`src/rtl/msi_cap_pkg.sv`:
```
package msi_cap_pkg;
  localparam int DW       = 32;
  localparam int AW       = 64;
  localparam int REG_AW   = 12;
  localparam int NUM_BANK = 2;
  localparam int NUM_VEC  = NUM_BANK * DW;
  localparam int VEC_W    = $clog2(NUM_VEC);
  localparam int BIT_W    = $clog2(DW);
  localparam int BSEL_W   = VEC_W - BIT_W;

  localparam logic [REG_AW-1:0] OFS_CAP     = 12'h300;
  localparam logic [REG_AW-1:0] OFS_CTRL    = 12'h308;
  localparam logic [REG_AW-1:0] OFS_TGT_LO  = 12'h310;
  localparam logic [REG_AW-1:0] OFS_TGT_HI  = 12'h314;
  localparam logic [REG_AW-1:0] OFS_STAT0   = 12'h440;
  localparam logic [REG_AW-1:0] OFS_MASK0   = 12'h448;

  localparam int CTRL_DEC_BIT = 0;
  localparam int CTRL_CAP_BIT = 15;
  localparam logic [DW-1:0] CAP_VALUE = 32'h0000_0001;

  typedef struct packed {
    logic             dec_en;
    logic             cap_en;
  } ctrl_t;
endpackage

```
`src/rtl/msi_rst_sync.sv`:
```
module msi_rst_sync #(
  parameter int STAGES = 2
) (
  input  logic clk,
  input  logic rst_n,
  output logic srst_n
);
  logic [STAGES-1:0] sync_q;
  logic [STAGES-1:0] sync_d;

  always_comb begin
    sync_d = {sync_q[STAGES-2:0], 1'b1};
  end

  always_ff @(posedge clk or negedge rst_n) begin
    if (!rst_n) sync_q <= '0;
    else        sync_q <= sync_d;
  end

  assign srst_n = sync_q[STAGES-1];
endmodule

```
`src/rtl/msi_addr_match.sv`:
```
module msi_addr_match
  import msi_cap_pkg::*;
(
  input  logic             clk,
  input  logic             rst_n,
  input  logic             rq_valid,
  input  logic [AW-1:0]    rq_addr,
  input  logic [DW-1:0]    rq_data,
  input  logic [AW-1:0]    target,
  input  logic             dec_en,
  output logic             hit,
  output logic [VEC_W-1:0] vec,
  output logic             pass_valid
);
  localparam logic [DW-1:0] VEC_LIMIT = DW'(NUM_VEC);

  logic addr_eq;
  logic in_range;

  always_comb begin
    addr_eq    = (rq_addr == target);
    in_range   = (rq_data < VEC_LIMIT);
    hit        = rq_valid & dec_en & addr_eq & in_range;
    vec        = rq_data[VEC_W-1:0];
    pass_valid = rq_valid & ~hit;
  end

  // a write to any other address is always forwarded
  assert_addr_miss_R7: assert property (@(posedge clk) disable iff (!rst_n)
    (rq_valid && (rq_addr != target)) |-> pass_valid);

  // out-of-range vector numbers are never decoded
  assert_range_miss_R7: assert property (@(posedge clk) disable iff (!rst_n)
    (rq_valid && (rq_data >= VEC_LIMIT)) |-> (pass_valid && !hit));
endmodule

```
`src/rtl/msi_vec_bank.sv`:
```
module msi_vec_bank
  import msi_cap_pkg::*;
(
  input  logic             clk,
  input  logic             rst_n,
  input  logic             cap_valid,
  input  logic [BIT_W-1:0] cap_bit,
  input  logic             clr_we,
  input  logic [DW-1:0]    clr_data,
  input  logic             mask_we,
  input  logic [DW-1:0]    mask_data,
  output logic [DW-1:0]    status,
  output logic [DW-1:0]    mask,
  output logic             irq
);
  logic [DW-1:0] stat_q, stat_d;
  logic [DW-1:0] mask_q, mask_d;

  always_comb begin
    stat_d = stat_q;
    if (clr_we)    stat_d = stat_d & ~clr_data;
    if (cap_valid) stat_d[cap_bit] = 1'b1;
    mask_d = mask_q;
    if (mask_we)   mask_d = mask_data;
  end

  always_ff @(posedge clk or negedge rst_n) begin
    if (!rst_n) begin
      stat_q <= '0;
      mask_q <= '0;
    end else begin
      stat_q <= stat_d;
      mask_q <= mask_d;
    end
  end

  assign status = stat_q;
  assign mask   = mask_q;
  assign irq    = |(stat_q & mask_q);

  assert_capture_R2: assert property (@(posedge clk) disable iff (!rst_n)
    cap_valid |=> stat_q[$past(cap_bit)]);

  assert_clear_R3: assert property (@(posedge clk) disable iff (!rst_n)
    (clr_we && !cap_valid) |=> ((stat_q & $past(clr_data)) == '0));

  assert_hold_R3: assert property (@(posedge clk) disable iff (!rst_n)
    (!clr_we && !cap_valid) |=> $stable(stat_q));

  assert_masked_quiet_R4: assert property (@(posedge clk) disable iff (!rst_n)
    (mask_q == '0) |-> !irq);

  assert_collide_R6: assert property (@(posedge clk) disable iff (!rst_n)
    (cap_valid && clr_we && clr_data[cap_bit]) |=> stat_q[$past(cap_bit)]);
endmodule

```
`src/rtl/msi_ingress_capture.sv`:
```
module msi_ingress_capture
  import msi_cap_pkg::*;
(
  input  logic              clk,
  input  logic              rst_n,
  input  logic              rq_valid,
  input  logic [AW-1:0]     rq_addr,
  input  logic [DW-1:0]     rq_data,
  output logic              pt_valid,
  output logic [AW-1:0]     pt_addr,
  output logic [DW-1:0]     pt_data,
  input  logic              reg_we,
  input  logic [REG_AW-1:0] reg_addr,
  input  logic [DW-1:0]     reg_wdata,
  output logic [DW-1:0]     reg_rdata,
  output logic              irq_lo,
  output logic              irq_hi
);
  logic srst_n;

  msi_rst_sync #(.STAGES(2)) u_rst (
    .clk   (clk),
    .rst_n (rst_n),
    .srst_n(srst_n)
  );

  ctrl_t         ctrl_q, ctrl_d;
  logic [AW-1:0] tgt_q, tgt_d;

  always_comb begin
    ctrl_d = ctrl_q;
    tgt_d  = tgt_q;
    if (reg_we) begin
      if (reg_addr == OFS_CTRL) begin
        ctrl_d.dec_en = reg_wdata[CTRL_DEC_BIT];
        ctrl_d.cap_en = reg_wdata[CTRL_CAP_BIT];
      end
      if (reg_addr == OFS_TGT_LO) tgt_d[DW-1:0]    = reg_wdata;
      if (reg_addr == OFS_TGT_HI) tgt_d[AW-1:DW]   = reg_wdata;
    end
  end

  always_ff @(posedge clk or negedge srst_n) begin
    if (!srst_n) begin
      ctrl_q <= '0;
      tgt_q  <= '0;
    end else begin
      ctrl_q <= ctrl_d;
      tgt_q  <= tgt_d;
    end
  end

  logic             hit_w;
  logic [VEC_W-1:0] vec_w;
  logic             pass_w;

  msi_addr_match u_match (
    .clk       (clk),
    .rst_n     (srst_n),
    .rq_valid  (rq_valid),
    .rq_addr   (rq_addr),
    .rq_data   (rq_data),
    .target    (tgt_q),
    .dec_en    (ctrl_q.dec_en),
    .hit       (hit_w),
    .vec       (vec_w),
    .pass_valid(pass_w)
  );

  assign pt_valid = pass_w;
  assign pt_addr  = rq_addr;
  assign pt_data  = rq_data;

  logic [DW-1:0]       stat_w [NUM_BANK];
  logic [DW-1:0]       mask_w [NUM_BANK];
  logic [NUM_BANK-1:0] irq_w;
  logic [NUM_VEC-1:0]  stat_flat;

  for (genvar b = 0; b < NUM_BANK; b++) begin : g_bank
    logic bank_cap, bank_clr, bank_msk;
    always_comb begin
      bank_cap = hit_w & ctrl_q.cap_en & (vec_w[VEC_W-1:BIT_W] == BSEL_W'(b));
      bank_clr = reg_we & (reg_addr == OFS_STAT0 + REG_AW'(4*b));
      bank_msk = reg_we & (reg_addr == OFS_MASK0 + REG_AW'(4*b));
    end

    msi_vec_bank u_bank (
      .clk      (clk),
      .rst_n    (srst_n),
      .cap_valid(bank_cap),
      .cap_bit  (vec_w[BIT_W-1:0]),
      .clr_we   (bank_clr),
      .clr_data (reg_wdata),
      .mask_we  (bank_msk),
      .mask_data(reg_wdata),
      .status   (stat_w[b]),
      .mask     (mask_w[b]),
      .irq      (irq_w[b])
    );

    assign stat_flat[b*DW +: DW] = stat_w[b];
  end

  assign irq_lo = irq_w[0];
  assign irq_hi = irq_w[NUM_BANK-1];

  always_comb begin
    reg_rdata = '0;
    if (reg_addr == OFS_CAP)    reg_rdata = CAP_VALUE;
    if (reg_addr == OFS_CTRL) begin
      reg_rdata[CTRL_DEC_BIT] = ctrl_q.dec_en;
      reg_rdata[CTRL_CAP_BIT] = ctrl_q.cap_en;
    end
    if (reg_addr == OFS_TGT_LO) reg_rdata = tgt_q[DW-1:0];
    if (reg_addr == OFS_TGT_HI) reg_rdata = tgt_q[AW-1:DW];
    for (int b = 0; b < NUM_BANK; b++) begin
      if (reg_addr == OFS_STAT0 + REG_AW'(4*b)) reg_rdata = stat_w[b];
      if (reg_addr == OFS_MASK0 + REG_AW'(4*b)) reg_rdata = mask_w[b];
    end
  end

  assert_dec_off_R8: assert property (@(posedge clk) disable iff (!srst_n)
    (rq_valid && !ctrl_q.dec_en) |-> pt_valid);

  assert_cap_off_R8: assert property (@(posedge clk) disable iff (!srst_n)
    (!ctrl_q.cap_en && !reg_we) |=> $stable(stat_flat));

  assert_cap_const_R1: assert property (@(posedge clk) disable iff (!srst_n)
    (reg_addr == OFS_CAP) |-> (reg_rdata == CAP_VALUE));

  assert_absorb_R10: assert property (@(posedge clk) disable iff (!srst_n)
    (rq_valid && ctrl_q.cap_en && $rose(stat_flat[0])) |-> $past(!pt_valid));
endmodule

```
`config.mk`:
```
export PLATFORM = sky130hd
export DESIGN_NAME = msi_ingress_capture
export DESIGN_NICKNAME = d
export VERILOG_FILES = /design/src/rtl/msi_cap_pkg.sv /design/src/rtl/msi_rst_sync.sv /design/src/rtl/msi_addr_match.sv /design/src/rtl/msi_vec_bank.sv /design/src/rtl/msi_ingress_capture.sv
export SDC_FILE = /design/constraint.sdc
export NUM_CORES = 1
export LEC_CHECK = 0
export BUFFER_PORTS_ARGS = -buffer_cell sky130_fd_sc_hd__buf_2
export CORE_MARGIN = 1
export CORE_UTILIZATION = 49
export DETAILED_ROUTE_END_ITERATION = 6
export HOLD_SLACK_MARGIN = 0.1
export PLACE_DENSITY = 0.77
export SLEW_MARGIN = 20
export SYNTH_ARGS = -nofsm -noshare
export SYNTH_HDL_FRONTEND = slang
export SYNTH_SLANG_ARGS = --single-unit
```
`constraint.sdc`:
```
create_clock -name clk -period 5.5 [get_ports clk]
set_clock_uncertainty 0.05 [all_clocks]
set_input_delay 0.825 -clock clk [delete_from_list [all_inputs] [get_ports clk]]
set_output_delay 0.825 -clock clk [all_outputs]
set_load 0.03 [all_outputs]
```
### After elaboration in Yosys (flattened, before gate mapping)

Index checks and enable logic that the tools add are counted.

* $lt $le $gt $ge: 3
* equal/unequal tests: 9
* muxes and demuxes: 15
* bitwise operators: 20
* reduce and logical (&&, ||, !) cells: 6

Operators with widths (number)
* two-way mux 32 bit: 10
* bitwise AND 32 bit: 4
* == test 64 bit: 1
* bitwise OR 32 bit: 2
* OR reduction 32 bit: 2
* == test 12 x 10 -> 1 bit (second input constant): 4
* == test 12 x 11 -> 1 bit (second input constant): 4
* less-than comparator 32 x 7 -> 1 bit (second input constant): 1
* NOT 32 bit: 1
* bitwise AND 1 bit: 11
* less-than comparator 5 x 6 -> 1 bit (second input constant): 1
* AND reduction 2 bit: 3
* demux 1 bit (select 5 bit): 1
* >= comparator 5 x 1 -> 1 bit (second input constant): 1
* two-way mux 1 bit: 4
* NOT 1 bit: 2
* logical AND 1 bit: 1

* bits in registers: 196
* input port bits: 144
* output and inout port bits: 131
* word-level logic and storage cells: 62

### Depth between registers and ports, before layout

* depth after elaboration: 9
* mapped depth: 8
* mapped depth without buffers: 5

### By module

Synthesis repeated with hierarchy kept, for this count alone.

* cell total of the unflattened synthesis: 1205
* area total of the unflattened synthesis: 11790.1 um^2

By module, submodules not included
* msi_ingress_capture: instances 1, cells an instance 658, area an instance 5591.6 um^2, seq. area each 1651.6 um^2
* msi_vec_bank: instances 2, cells an instance 221, area an instance 2667.6 um^2, seq. area each 1601.5 um^2
* msi_addr_match: instances 1, cells an instance 102, area an instance 809.5 um^2, seq. area each 0.0 um^2
* msi_rst_sync: instances 1, cells an instance 3, area an instance 53.8 um^2, seq. area each 50.0 um^2

### Least setup slack after synthesis

No wires, ideal clock.

* path kind: in2out
* start: input reg_addr[5]
* end: output reg_rdata[22]
* arrival time: 3.088 ns
* path slack: 1.537 ns
* cell stages on the path: 8
* path buffers: 3
* path through: or3_1 buf_2 nor4_4 nor2b_1 buf_4 buf_2 a211oi_1 nor3_1

* word-level cells in the longest chain between the ends: 7
* elaborated cells on any way between the ends: 12
* those cells by class: 6 x eq/ne; 6 x mux

RTL lines
* from (decl): line msi_ingress_capture.sv:13 `input logic [REG_AW-1:0] reg_addr,`
* == test 12 x 10 -> 1 bit: line msi_ingress_capture.sv:114 `if (reg_addr == OFS_TGT_LO) reg_rdata = tgt_q[DW-1:0];`
* two-way mux 32 bit: line msi_ingress_capture.sv:114
* two-way mux 32 bit: line msi_ingress_capture.sv:115 `if (reg_addr == OFS_TGT_HI) reg_rdata = tgt_q[AW-1:DW];`
* two-way mux 32 bit: line msi_ingress_capture.sv:117 `if (reg_addr == OFS_STAT0 + REG_AW'(4*b)) reg_rdata = stat_w[b];`
* two-way mux 32 bit: line msi_ingress_capture.sv:118 `if (reg_addr == OFS_MASK0 + REG_AW'(4*b)) reg_rdata = mask_w[b];`
* two-way mux 32 bit: line msi_ingress_capture.sv:117
* two-way mux 32 bit (*): line msi_ingress_capture.sv:118
* to (decl): line msi_ingress_capture.sv:15 `output logic [DW-1:0] reg_rdata,`

Every way passes the cells marked *; elsewhere a longest branch is shown, timed or not.

### Final worst setup path

* start: input reg_addr[4]
* end: output reg_rdata[0]

* word-level cells in the longest chain between the ends: 9
* elaborated cells on any way between the ends: 16
* those cells by class: 8 x eq/ne; 8 x mux

RTL lines
* == test 12 x 10 -> 1 bit: line msi_ingress_capture.sv:109 `if (reg_addr == OFS_CAP) reg_rdata = CAP_VALUE;`
* two-way mux 1 bit: line msi_ingress_capture.sv:109
* two-way mux 1 bit: line msi_ingress_capture.sv:110 `if (reg_addr == OFS_CTRL) begin`
* two-way mux 32 bit: line msi_ingress_capture.sv:114
* two-way mux 32 bit: line msi_ingress_capture.sv:115
* two-way mux 32 bit: line msi_ingress_capture.sv:117
* two-way mux 32 bit: line msi_ingress_capture.sv:118
* two-way mux 32 bit: line msi_ingress_capture.sv:117
* two-way mux 32 bit (*): line msi_ingress_capture.sv:118

Marked as above.

==> impl_metrics.yaml <==
global_routing:
  number_of_global_route_vias_before_repair: 9423
  grt_start_max_net_pins: 91
  globalRoute.busiestLayer: "met2"
  globalRouteMet2Util: 0.565
  grt_antenna_before_repair: 3
  met1_usage: 0.486
  grtUsageMet3: 0.0774
  globalRouteTotalUtil: 0.359
  wire_length_of_the_first_global_routing_pass_um: 61800
  globalRoute.totalOverflow: 0
flow_run:
  max_capacitance_violation_count: 0
routing:
  detail_route.vias_per_cell: 6.48
  detail_route.iter0.violations: 1343
  routed_wirelength_um: 41600
  post-route-drc-count: 35
  drt-pass1-iter-count: 7
  num_vias: 10100
  antenna_violating_nets_post_route: 0
  post_drt_wl_per_cell_um: 26.6
status:
  status: "finished, violations left"
  failing_checks: "design-rule violations"
setup_path:
  setup.worst_path.start_class: "primary input"
  critPathCaptureType: "output pin"
  timing.critical_path.required_ns: 4.62
  setup.worst_path.class: "in2out"
  r2r_start: "ctrl_q[1]"
  rr_endpoint: "g_bank[0].u_bank.status[4]"
  path_max_fanout: 26
  r2r_cells: 6
  timing.reg2reg.setup_slack_ns: 2.64
  worst_ep_arrival_time_ns: 3.49
synth:
  post_synthesis_instance_area_um2: 11100
  ys_warn_count: 0
  synth-async-reset-ratio: 1.00
  yosys.cell_types.count: 60
  synth_enable_flop_cells: 0
  synth_top_flop_cell: "sky130_fd_sc_hd__dfrtp_1"
  synth_area_per_cell_um2: 9.99
  ys_seq_elements: 196
  synthesis.instances: 1113
  synthesis.nets: 1257
  synth-seq-area-share: 0.441
timing:
  grt_setup_unrepaired: "false"
  setup_violations_final: 0
  final-hold-violation-count: 0
  timing.max_slew.rel_slack: 0.227
  fmax_mhz: 229
  fin_tns_setup_ns: 0
  slew_violations: 0
  worst-slew-pin-transition_ns: 1.16
  final.period_utilization: 0.794
  final_period_minus_worst_setup_slack_ns: 4.36
clock_network:
  worst_setup_hold_path_clk_slew_ns: 0.07
  clk_latency_ns: 0.44
  cts_tree: "done"
  cts_made_buffers: 17
  cts_num_sinks: 196
  clk_root_buffer_cell: "sky130_fd_sc_hd__clkbuf_16"
  buffers_from_clock_root_to_sink_at_most: 2
  htreeDepth: 4
die:
  start_util: 0.505
  core_um2: 22000
  ios: 275
  die_area_um2: 23300
  die_w_um: 153
  fp-row-count: 54
  die_height_um: 153
power_and_ir_drop:
  vdd.ir_drop.worst_v: 0.000256
  total_leakage_power_nw: 6.01
  power.total_mw: 3.03
  powerDensity_nw_per_um2: 239
finish:
  synthToLayoutAreaGrowth_pct: 13.9
  multi_input_gate_area_in_the_final_layout_um2: 5180
  layout-drive-gt1-share: 0.308
  fillCellCount: 1956
  sequential_cell_area_um2: 4910
  insertedDiodeCount: 0
  final_net_count: 1415
place:
  placement.io_buffers: 274
  weighted_congestion_at_the_end_of_routability_driven_global_placement: 0.995
  dp.final_hpwl_um: 31700
min_path:
  worstHoldPathType: "reg2async"
-- critical path, cell delays in order --
cell and delay, ns:
sky130_fd_sc_hd__buf_2 0.17, sky130_fd_sc_hd__or4_1 0.67, sky130_fd_sc_hd__nor3_2 0.28, sky130_fd_sc_hd__nand2_1 0.71, sky130_fd_sc_hd__buf_4 0.43, sky130_fd_sc_hd__nor2_1 0.10
sky130_fd_sc_hd__o21ai_1 0.08, sky130_fd_sc_hd__buf_2 0.21
-- cell usage in the layout, fill, tap and decap left out, types with 32 or more instances in the layout --
master / count
sky130_fd_sc_hd__mux2_1: 58
sky130_fd_sc_hd__o31ai_1: 32
sky130_fd_sc_hd__nand2_1: 166
sky130_fd_sc_hd__buf_2: 274
sky130_fd_sc_hd__o41ai_1: 32
sky130_fd_sc_hd__xnor2_1: 47
sky130_fd_sc_hd__nor2_1: 36
sky130_fd_sc_hd__nand3_1: 34
sky130_fd_sc_hd__dfrtp_1: 195
sky130_fd_sc_hd__mux2_2: 50
-- registers in the layout (all words and copies together) (netlist names) --
name                  cells
ctrl_q                    2
g_bank.u_bank.mask       64
g_bank.u_bank.status     64
tgt_q                    64
u_rst.sync_q              2
-- area by class of cell --
cell class                 count  share of cell area
multi-input combinational    741               0.409
sequential                   196               0.388
timing repair buffer         298               0.125
clock buffer                  18              0.0347
tap                          280              0.0277
clock inverter                14              0.0113
inverter                      17             0.00504
-- cell families (layout without fill, tap and decap cells) --
group           after synthesis  count (layout)  share of synthesized area
flops                       196             196                      0.441
compound gates              237             237                      0.158
other cells                   1               1                   0.000337
mux                         109             109                      0.110
simple gates                336             336                      0.149
xor+xnor                     58              58                     0.0457
buf+inv                     176             347                     0.0956
-- cells in the mapped netlist (all sizes together), types with 18 or more instances --
library cell | instances | area share
dfrtp | 196 | 0.44
nand2 | 166 | 0.056
buf | 120 | 0.077
mux2 | 108 | 0.11
xnor2 | 47 | 0.037
o21ai | 42 | 0.019
clkbuf | 39 | 0.013
nor2 | 36 | 0.012
nand3 | 34 | 0.015
o31ai | 32 | 0.022
o41ai | 32 | 0.025
a22oi | 30 | 0.020
o22ai | 24 | 0.014
a211oi | 22 | 0.015
a22o | 18 | 0.014
nor3 | 18 | 0.0086
-- worst max-delay path by stage --
stage                            from            end  slack, ns  depth (start not counted)
after floorplan           reg_addr[5]  reg_rdata[22]       1.54                          8
after global placement    reg_addr[4]   reg_rdata[5]       1.29                          7
after detailed placement  reg_addr[4]   reg_rdata[0]       1.25                          8
after CTS                 reg_addr[4]   reg_rdata[0]       1.25                          8
after global routing      reg_addr[4]   reg_rdata[0]       1.04                          8
final                     reg_addr[4]   reg_rdata[0]       1.14                          8
-- metal layers --
layer / wire length [µm] / share of wire
met1: 16100 / 0.39
met2: 19200 / 0.46
met3: 4850 / 0.12
met4: 1500 / 0.036
met5: 0 / 0
-- per-stage QoR --
| step | utilization | std cells | setup WS (ns) | hold slack (ns) | instance area, µm² |
|---|---|---|---|---|---|
| 2_1_floorplan | - | 1113 | 1.54 | 0.281 | 11100 |
| 3_3_place_gp | 0.547 | 1531 | 1.29 | 0.272 | 12100 |
| 3_5_place_dp | 0.548 | 1531 | 1.25 | 0.275 | 12100 |
| 4_1_cts | 0.575 | 1564 | 1.25 | 0.283 | 12700 |
| 5_1_grt | 0.575 | 1564 | 1.04 | 0.304 | 12700 |
| 6_report | 0.575 | 1564 | 1.14 | 0.257 | 12700 |
-- power breakdown --
part           leakage, nW  internal, mW  switching [mW]  total, mW
Clock                0.276         0.651           0.601       1.25
Sequential            2.73          1.44          0.0106       1.46
Combinational         3.00        0.0929           0.228      0.321
Total                 6.01          2.19           0.840       3.03
-- repair_timing --
item / in CTS / in global routing
hold buffers: 1 / 0
setup buffers: 0 / 0
gates resized for setup: 0 / 0
hold endpoints to repair: 2 / 0
No activity file was read; power rests on OpenSTA's default activity.
